<file path="config.mk">
export PLATFORM = sky130hd
export DESIGN_NAME = lrsc_reservation
export DESIGN_NICKNAME = d
export VERILOG_FILES = /design/src/rtl/lrsc_pkg.sv /design/src/rtl/lrsc_lock_reg.sv /design/src/rtl/lrsc_result_slot.sv /design/src/rtl/lrsc_reservation.sv
export SDC_FILE = /design/constraint.sdc
export NUM_CORES = 1
export LEC_CHECK = 0
export ABC_AREA = 1
export BUFFER_PORTS_ARGS = -buffer_cell sky130_fd_sc_hd__clkbuf_2
export CORE_MARGIN = 3
export CORE_UTILIZATION = 25
export DETAILED_ROUTE_END_ITERATION = 8
export PLACE_DENSITY = 0.6
export SLEW_MARGIN = 20
export SYNTH_ARGS = -nofsm -noshare
export SYNTH_HDL_FRONTEND = slang
export SYNTH_SLANG_ARGS = --single-unit
</file>
<file path="constraint.sdc">
create_clock -name clk -period 2.23 [get_ports clk]
set_clock_uncertainty 0.05 [all_clocks]
set_input_delay 0.446 -clock clk [delete_from_list [all_inputs] [get_ports clk]]
set_output_delay 0.446 -clock clk [all_outputs]
set_load 0.01 [all_outputs]
</file>
<file path="src/rtl/lrsc_pkg.sv">
package lrsc_pkg;
  typedef enum logic [1:0] {
    ACC_NORMAL = 2'd0,
    ACC_LR     = 2'd1,
    ACC_SC     = 2'd2,
    ACC_RSVD   = 2'd3
  } acc_kind_e;
endpackage

</file>
<file path="src/rtl/lrsc_lock_reg.sv">
module lrsc_lock_reg
  import lrsc_pkg::*;
(
  input  logic      clk,
  input  logic      rst_n,
  input  logic      fire,
  input  acc_kind_e kind,
  input  logic      trap,
  output logic      lock_q
);
  always_ff @(posedge clk) begin
    if (!rst_n)          lock_q <= 1'b0;
    else if (trap)       lock_q <= 1'b0;
    else if (fire)       lock_q <= (kind == ACC_LR);
  end


  trap_clears_chk: assert property (@(posedge clk) disable iff (!rst_n)
    trap |=> !lock_q);


  sc_clears_chk: assert property (@(posedge clk) disable iff (!rst_n)
    (fire && kind == ACC_SC) |=> !lock_q);


  idle_hold_chk: assert property (@(posedge clk) disable iff (!rst_n)
    (!fire && !trap) |=> $stable(lock_q));
endmodule

</file>
<file path="src/rtl/lrsc_result_slot.sv">
module lrsc_result_slot #(
  parameter int RES_W     = 32,
  parameter int FAIL_CODE = 1
) (
  input  logic             clk,
  input  logic             rst_n,
  input  logic             load,
  input  logic             failed,
  input  logic             res_ready,
  output logic             res_valid,
  output logic [RES_W-1:0] res_data
);
  localparam logic [RES_W-1:0] FAIL_WORD = RES_W'(FAIL_CODE);

  always_ff @(posedge clk) begin
    if (!rst_n) begin
      res_valid <= 1'b0;
      res_data  <= '0;
    end else if (load) begin
      res_valid <= 1'b1;
      res_data  <= failed ? FAIL_WORD : '0;
    end else if (res_ready) begin
      res_valid <= 1'b0;
    end
  end


  res_hold_chk: assert property (@(posedge clk) disable iff (!rst_n)
    (res_valid && !res_ready) |=> (res_valid && $stable(res_data)));
endmodule

</file>
<file path="src/rtl/lrsc_reservation.sv">
module lrsc_reservation
  import lrsc_pkg::*;
#(
  parameter int RES_W     = 32,
  parameter int FAIL_CODE = 1
) (
  input  logic             clk,
  input  logic             rst_n,
  input  logic             req_valid,
  output logic             req_ready,
  input  logic [1:0]       req_kind,
  input  logic             req_write,
  input  logic [1:0]       req_order,
  input  logic             trap,
  output logic             mem_we,
  output logic             res_valid,
  input  logic             res_ready,
  output logic [RES_W-1:0] res_data
);
  acc_kind_e kind;
  logic      fire, is_sc, is_norm, lock_q, sc_pass;
  logic [1:0] order_unused;

  assign kind         = acc_kind_e'(req_kind);
  assign order_unused = req_order;
  assign req_ready    = !res_valid || res_ready;
  assign fire         = req_valid && req_ready;
  assign is_sc        = (kind == ACC_SC);
  assign is_norm      = (kind == ACC_NORMAL) || (kind == ACC_RSVD);
  assign sc_pass      = lock_q && !trap;

  always_comb begin
    mem_we = 1'b0;
    if (fire && !trap) begin
      if (is_sc)        mem_we = lock_q;
      else if (is_norm) mem_we = req_write;
    end
  end

  lrsc_lock_reg u_lock (
    .clk    (clk),
    .rst_n  (rst_n),
    .fire   (fire),
    .kind   (kind),
    .trap   (trap),
    .lock_q (lock_q)
  );

  lrsc_result_slot #(.RES_W(RES_W), .FAIL_CODE(FAIL_CODE)) u_slot (
    .clk       (clk),
    .rst_n     (rst_n),
    .load      (fire && is_sc),
    .failed    (!sc_pass),
    .res_ready (res_ready),
    .res_valid (res_valid),
    .res_data  (res_data)
  );


  sc_result_chk: assert property (@(posedge clk) disable iff (!rst_n)
    (fire && is_sc) |=> (res_valid && ((res_data == '0) == $past(mem_we))));


  stall_block_chk: assert property (@(posedge clk) disable iff (!rst_n)
    (res_valid && !res_ready) |-> (!req_ready && !mem_we));


  lr_no_write_chk: assert property (@(posedge clk) disable iff (!rst_n)
    (fire && kind == ACC_LR) |-> !mem_we);
endmodule

</file>
==> impl_metrics.py, run 1 <==
metrics = {
    "clocking": {
        "ctsRootBufferMaster": "clkbuf_4",
        "holdBufCountCts": 0,
        "cts_buffers": 3,
        "clk_path_buf_depth": 2,
        "h-tree-depth": 1,
        "cts_setup_buffers": 0,
        "clkLatencyLatePin_ns": 0.24,
        "clk_pin_slew_ns": 0.04,
        "cts_resized": 0,
        "cts_tree": "done",
        "cts.sinks": 3,
    },
    "placement": {
        "post-place-ws_ns": 0.499,
        "io_buffers": 11,
        "dp.final_hpwl_um": 573,
        "place_congestion": 0.600,
    },
    "worst_setup_path": {
        "crit_type": "in2out",
        "cp_slowest_cell": "ha_1",
        "startpoint_type": "input port",
        "critical_path.max_fanout": 3,
        "crit_buf_inv": 3,
        "critPathArrivalTime_ns": 1.22,
        "critPathMaxStageDelay_ns": 0.22,
        "required_ns": 1.73,
        "cpMostUsedCell": "clkbuf_2",
        "end_kind": "primary output",
        "crit_chain": "clkbuf_2, inv_1, ha_1, nand3b_1, a21oi_2, clkbuf_2",
        "crit_family": "buffers and inverters",
    },
    "global_routing": {
        "grt_pass1_wl_um": 910,
        "grt_overflow": 0,
        "grt_pass1_vias": 274,
        "grt_use_total_pct": 6.14,
        "grt_max_degree": 5,
        "grt_antenna_before_repair": 0,
    },
    "synthesis": {
        "synthAdderAreaFrac_pct": 5.62,
        "yosys.area.top_type": "buf_4",
        "ys_types": 12,
        "synth_top_family_by_area": "buffers and inverters",
        "synth_xor_area_share_pct": 0,
        "postSynthCellCount": 62,
        "ys_seq_area_share_pct": 13.5,
        "postSynthAreaPerCell_um2": 7.18,
        "synth_top_area_share_pct": 52.2,
        "ys_top_cells_by_area": "buf_4 (52%), dfxtp_1 (13%), nand2_1 (9.3%), ha_1 (5.6%), inv_1 (5.1%)",
        "yosys.area_share.simple_pct": 16.3,
        "synth_compound_area_share_pct": 6.46,
        "muxShareOfSynthArea_pct": 0,
        "ys_ff_latch": 3,
        "yosysWarningCount": 0,
        "syn_area_um2": 445,
    },
    "finish": {
        "fillers": 187,
        "final_common_cell": "conb_1",
        "area_growth_pct": -1.97,
        "multi_input_area_um2": 243,
        "final_cell_mix": "conb_1 (31), nand2_1 (11), clkbuf_2 (11)",
        "nets": 89,
        "antennaDiodeCount": 0,
        "final_util_pct": 27.4,
        "register_area_um2": 60.1,
        "drive_gt1_share_pct": 25.0,
    },
    "route": {
        "wl_per_cell_um": 6.37,
        "first_pass_iters": 1,
        "met3_length_um": 102,
        "viasPerCell": 3.07,
        "highest_layer": "met3",
        "vias": 307,
        "drtIter0Drc": 0,
        "postRouteWirelength_um": 637,
        "m1WireLength_um": 182,
        "drc_errors": 0,
        "wl_met2_um": 353,
        "ant_nets": 0,
    },
    "floorplan": {
        "core.rowCount": 14,
        "coreArea_mm2": 0.00159,
        "floorplan.initialDensity_pct": 27.9,
        "die_area_mm2": 0.00232,
        "dieHeight_um": 48.2,
        "num_io_pins": 45,
        "dieWidth_um": 48.2,
    },
    "timing": {
        "setup_viol": 0,
        "final-hold-violation-count": 0,
        "min_period_over_period_pct": 77.1,
        "period_needed_ns": 1.72,
        "final.setup.tns_ns": 0,
        "rsz0062_at_grt": "false",
        "finalMaxSlewViolations": 0,
        "fin_ws_ns": 0.510,
        "max_clock_freq_mhz": 581,
    },
    "pwr": {
        "power_uw": 205,
        "ir_drop_v": 0.000123,
        "leakage_uw": 0.000274,
        "p_per_area_mw_per_mm2": 469,
    },
    "worst_hold_path": {
        "min_path_type": "in2reg",
    },
    "status": {
        "status": "completed",
    },
    "job": {
        "max_cap_violations": 0,
    },
}
cell usage after synthesis:
| cell type | number |
|---|---|
| a21boi_2 | 1 |
| a21oi_2 | 2 |
| buf_4 | 31 |
| conb_1 | 1 |
| dfxtp_1 | 3 |
| ha_1 | 2 |
| inv_1 | 6 |
| nand2_1 | 11 |
| nand2_2 | 1 |
| nand3_2 | 1 |
| nand3b_1 | 1 |
| nor2_1 | 2 |
through the flow:
stage,std cells,hold WS [ns],area (um2)
CTS,100,0.370,437
detailed placement,96,0.437,410
floorplan,92,0.416,558
global route,100,0.392,437
finish,100,0.376,437
global placement,96,0.428,410
where the power goes:
| group | leakage, uW | switching, uW | internal, uW |
|---|---|---|---|
| Sequential | 0.0000245 | 1.40 | 56.0 |
| Combinational | 0.000235 | 37.9 | 12.5 |
| Clock | 0.0000150 | 29.6 | 67.2 |
| Total | 0.000274 | 68.9 | 136 |
cell families after synthesis:
group,after synthesis
compound gates,3
fa+ha+maj,2
buf+inv,37
other cells,1
flops,3
simple gates,16
tightest hold or removal path, stage by stage:
cell and delay [ns]:
clkbuf_2 0.10, nand2_1 0.05, inv_1 0.04
layer usage:
layer  up-vias  track usage, %
met5         -               0
met4         0            4.84
met3         0            4.43
met2        24            11.2
met1       130            3.96
li1        153               -
flip-flops by register name, summed over array words and instances (netlist names):
signal and flops:
u_lock.lock_q 1, u_slot.res_data 1, u_slot.res_valid 1
final timing paths:
check                         from                 end  slack, ns  depth (start not counted)
hold / removal               rst_n    u_slot.res_valid       0.38                          3
setup reg to reg  u_slot.res_valid  u_slot.res_data[0]       1.36                          5
hold reg to reg      u_lock.lock_q       u_lock.lock_q       0.44                          2
setup / recovery       req_kind[0]              mem_we       0.51                          6
cell type report:
class | instances | share of cell area (%)
inverters | 6 | 5.16
flip-flops and latches | 3 | 13.8
well taps | 24 | 6.88
multi-input cells | 52 | 55.6
clock buffers | 4 | 6.02
repair buffers | 11 | 12.6
No activity file was read; power rests on OpenSTA's default activity.
==> run 2: changes to the inputs <==
--- a/config.mk
+++ b/config.mk
@@ -10,7 +10,7 @@
 export CORE_MARGIN = 3
 export CORE_UTILIZATION = 25
 export DETAILED_ROUTE_END_ITERATION = 8
-export PLACE_DENSITY = 0.6
+export PLACE_DENSITY = 0.62
 export SLEW_MARGIN = 20
 export SYNTH_ARGS = -nofsm -noshare
 export SYNTH_HDL_FRONTEND = slang
==> constraint.sdc (replaced) <==
create_clock -name clk -period 1.54 [get_ports clk]
set_clock_uncertainty 0.05 [all_clocks]
set_input_delay 0.308 -clock clk [delete_from_list [all_inputs] [get_ports clk]]
set_output_delay 0.308 -clock clk [all_outputs]
set_load 0.01 [all_outputs]
==> impl_metrics.py, run 2 (same netlist as run 1, synthesis figures left out) <==
metrics = {
    "status": {
        "status": "completed",
    },
    "finish": {
        "top_regs": "u_lock.lock_q x1, u_slot.res_data x1, u_slot.res_valid x1",
        "register_area_um2": 60.1,
        "multi_input_area_um2": 243,
        "antennaDiodeCount": 0,
        "fillers": 180,
        "final_cell_mix": "conb_1 (31), nand2_1 (11), clkbuf_2 (11)",
        "area_growth_pct": -1.97,
        "final_common_cell": "conb_1",
        "nets": 89,
        "stdcell_count": 100,
        "drive_gt1_share_pct": 25.0,
    },
    "route": {
        "vias": 302,
        "postRouteWirelength_um": 649,
        "first_pass_iters": 1,
        "drc_errors": 0,
        "viasPerCell": 3.02,
        "ant_nets": 0,
        "wl_per_cell_um": 6.49,
        "drtIter0Drc": 0,
    },
    "worst_setup_path": {
        "critPathArrivalTime_ns": 1.09,
        "required_ns": 1.18,
        "cpMostUsedCell": "clkbuf_2",
        "timing.rr.start": "u_slot.res_valid",
        "critPathMaxStageDelay_ns": 0.23,
        "end_kind": "primary output",
        "r2r_cells": 5,
        "startpoint_type": "input port",
        "timing.rr.end": "u_slot.res_data[0]",
        "crit_chain": "clkbuf_2, inv_1, ha_1, nand3b_1, a21oi_2, clkbuf_2",
        "crit_type": "in2out",
        "startpoint": "req_kind[0]",
        "critical_path.max_fanout": 3,
        "cp_slowest_cell": "ha_1",
        "crit_end": "mem_we",
        "r2r_setup_slack_ns": 0.69,
    },
    "pwr": {
        "p_per_area_mw_per_mm2": 675,
        "ir_drop_v": 0.000276,
        "leakage_uw": 0.000274,
        "p_sw_uw": 98.4,
        "intPower_uw": 196,
        "pwr-share-clk_pct": 46.9,
        "power_frac_comb_pct": 24.9,
        "p_seq_share_pct": 28.2,
        "p_sw_share_pct": 33.4,
        "power_uw": 295,
    },
    "clocking": {
        "cts_resized": 0,
        "h-tree-depth": 1,
        "cts_setup_buffers": 0,
        "clkLatencyLatePin_ns": 0.23,
        "cts_tree": "done",
        "ctsRootBufferMaster": "clkbuf_4",
        "cts.sinks": 3,
        "clk_path_buf_depth": 2,
        "holdBufCountCts": 0,
        "cts_buffers": 3,
        "clk_pin_slew_ns": 0.04,
    },
    "timing": {
        "finalMaxSlewViolations": 0,
        "rsz0062_at_grt": "false",
        "max_clock_freq_mhz": 688,
        "setup_viol": 0,
        "period_needed_ns": 1.45,
        "final-hold-violation-count": 0,
        "final.setup.tns_ns": 0,
        "min_period_over_period_pct": 94.3,
    },
    "floorplan": {
        "die_area_mm2": 0.00232,
        "dieWidth_um": 48.2,
        "dieHeight_um": 48.2,
        "floorplan.initialDensity_pct": 27.9,
        "core.rowCount": 14,
        "coreArea_mm2": 0.00159,
        "num_io_pins": 45,
    },
    "placement": {
        "place_inst": 96,
        "place_congestion": 0.622,
        "io_buffers": 11,
        "dp.final_hpwl_um": 590,
    },
    "global_routing": {
        "grt_pass1_wl_um": 841,
        "grt_overflow": 0,
        "grt_use_total_pct": 6.06,
        "grt_max_degree": 5,
        "grt_pass1_vias": 219,
        "grt_antenna_before_repair": 0,
    },
    "job": {
        "max_cap_violations": 0,
    },
    "worst_hold_path": {
        "min_path_type": "in2reg",
    },
}
run 2: final cells by class:
class,count,share of cell area (%)
multi-input combinational,52,55.6
clock buffer,4,6.02
sequential,3,13.8
inverter,6,5.16
timing repair buffer,11,12.6
tap,24,6.88
run 2: routing by layer:
metal  track usage [%]  routed length (um)  vias up
li1                  -                   -      151
met1              3.95                 178      124
met2              10.2                 338       27
met3              7.75                 132        0
met4              1.61                   0        0
met5                 0                   0        -
run 2: worst min-delay path by stage:
stage	from	end	slack, ns	cells after the start
final	rst_n	u_slot.res_valid	0.24	3
after floorplan	rst_n	u_slot.res_valid	0.36	2
after global routing	rst_n	u_slot.res_valid	0.27	3
after detailed placement	u_lock.lock_q	u_lock.lock_q	0.44	2
after global placement	u_lock.lock_q	u_lock.lock_q	0.43	2
after CTS	rst_n	u_slot.res_valid	0.24	3
run 2: worst max-delay path, delay by kind of cell:
kind                     cells  cell delay (ns)
buffers and inverters        3             0.27
adder cells (fa/ha/maj)      1             0.23
AND/OR/NAND/NOR              1             0.18
AO/OA/AOI/OAI                1             0.12
run 2: stage by stage:
step,worst slack (ns),area [um2],util [%],hold slack (ns)
floorplan,0.303,558,-,0.356
global placement,0.0866,410,25.7,0.430
detailed placement,0.0679,410,25.7,0.442
CTS,0.0687,437,27.4,0.236
global route,0.0144,437,27.4,0.268
finish,0.0873,437,27.4,0.244
run 2: power groups by stage:
stage / clock (uW) / combinational [uW] / sequential [uW]
finish: 138 / 73.5 / 83.2
floorplan: 0 / 112 / 85.4
global route: 150 / 85.3 / 83.5
CTS: 147 / 72.5 / 83.2
global placement: 0 / 70.8 / 84.3
detailed placement: 0 / 72.3 / 84.5
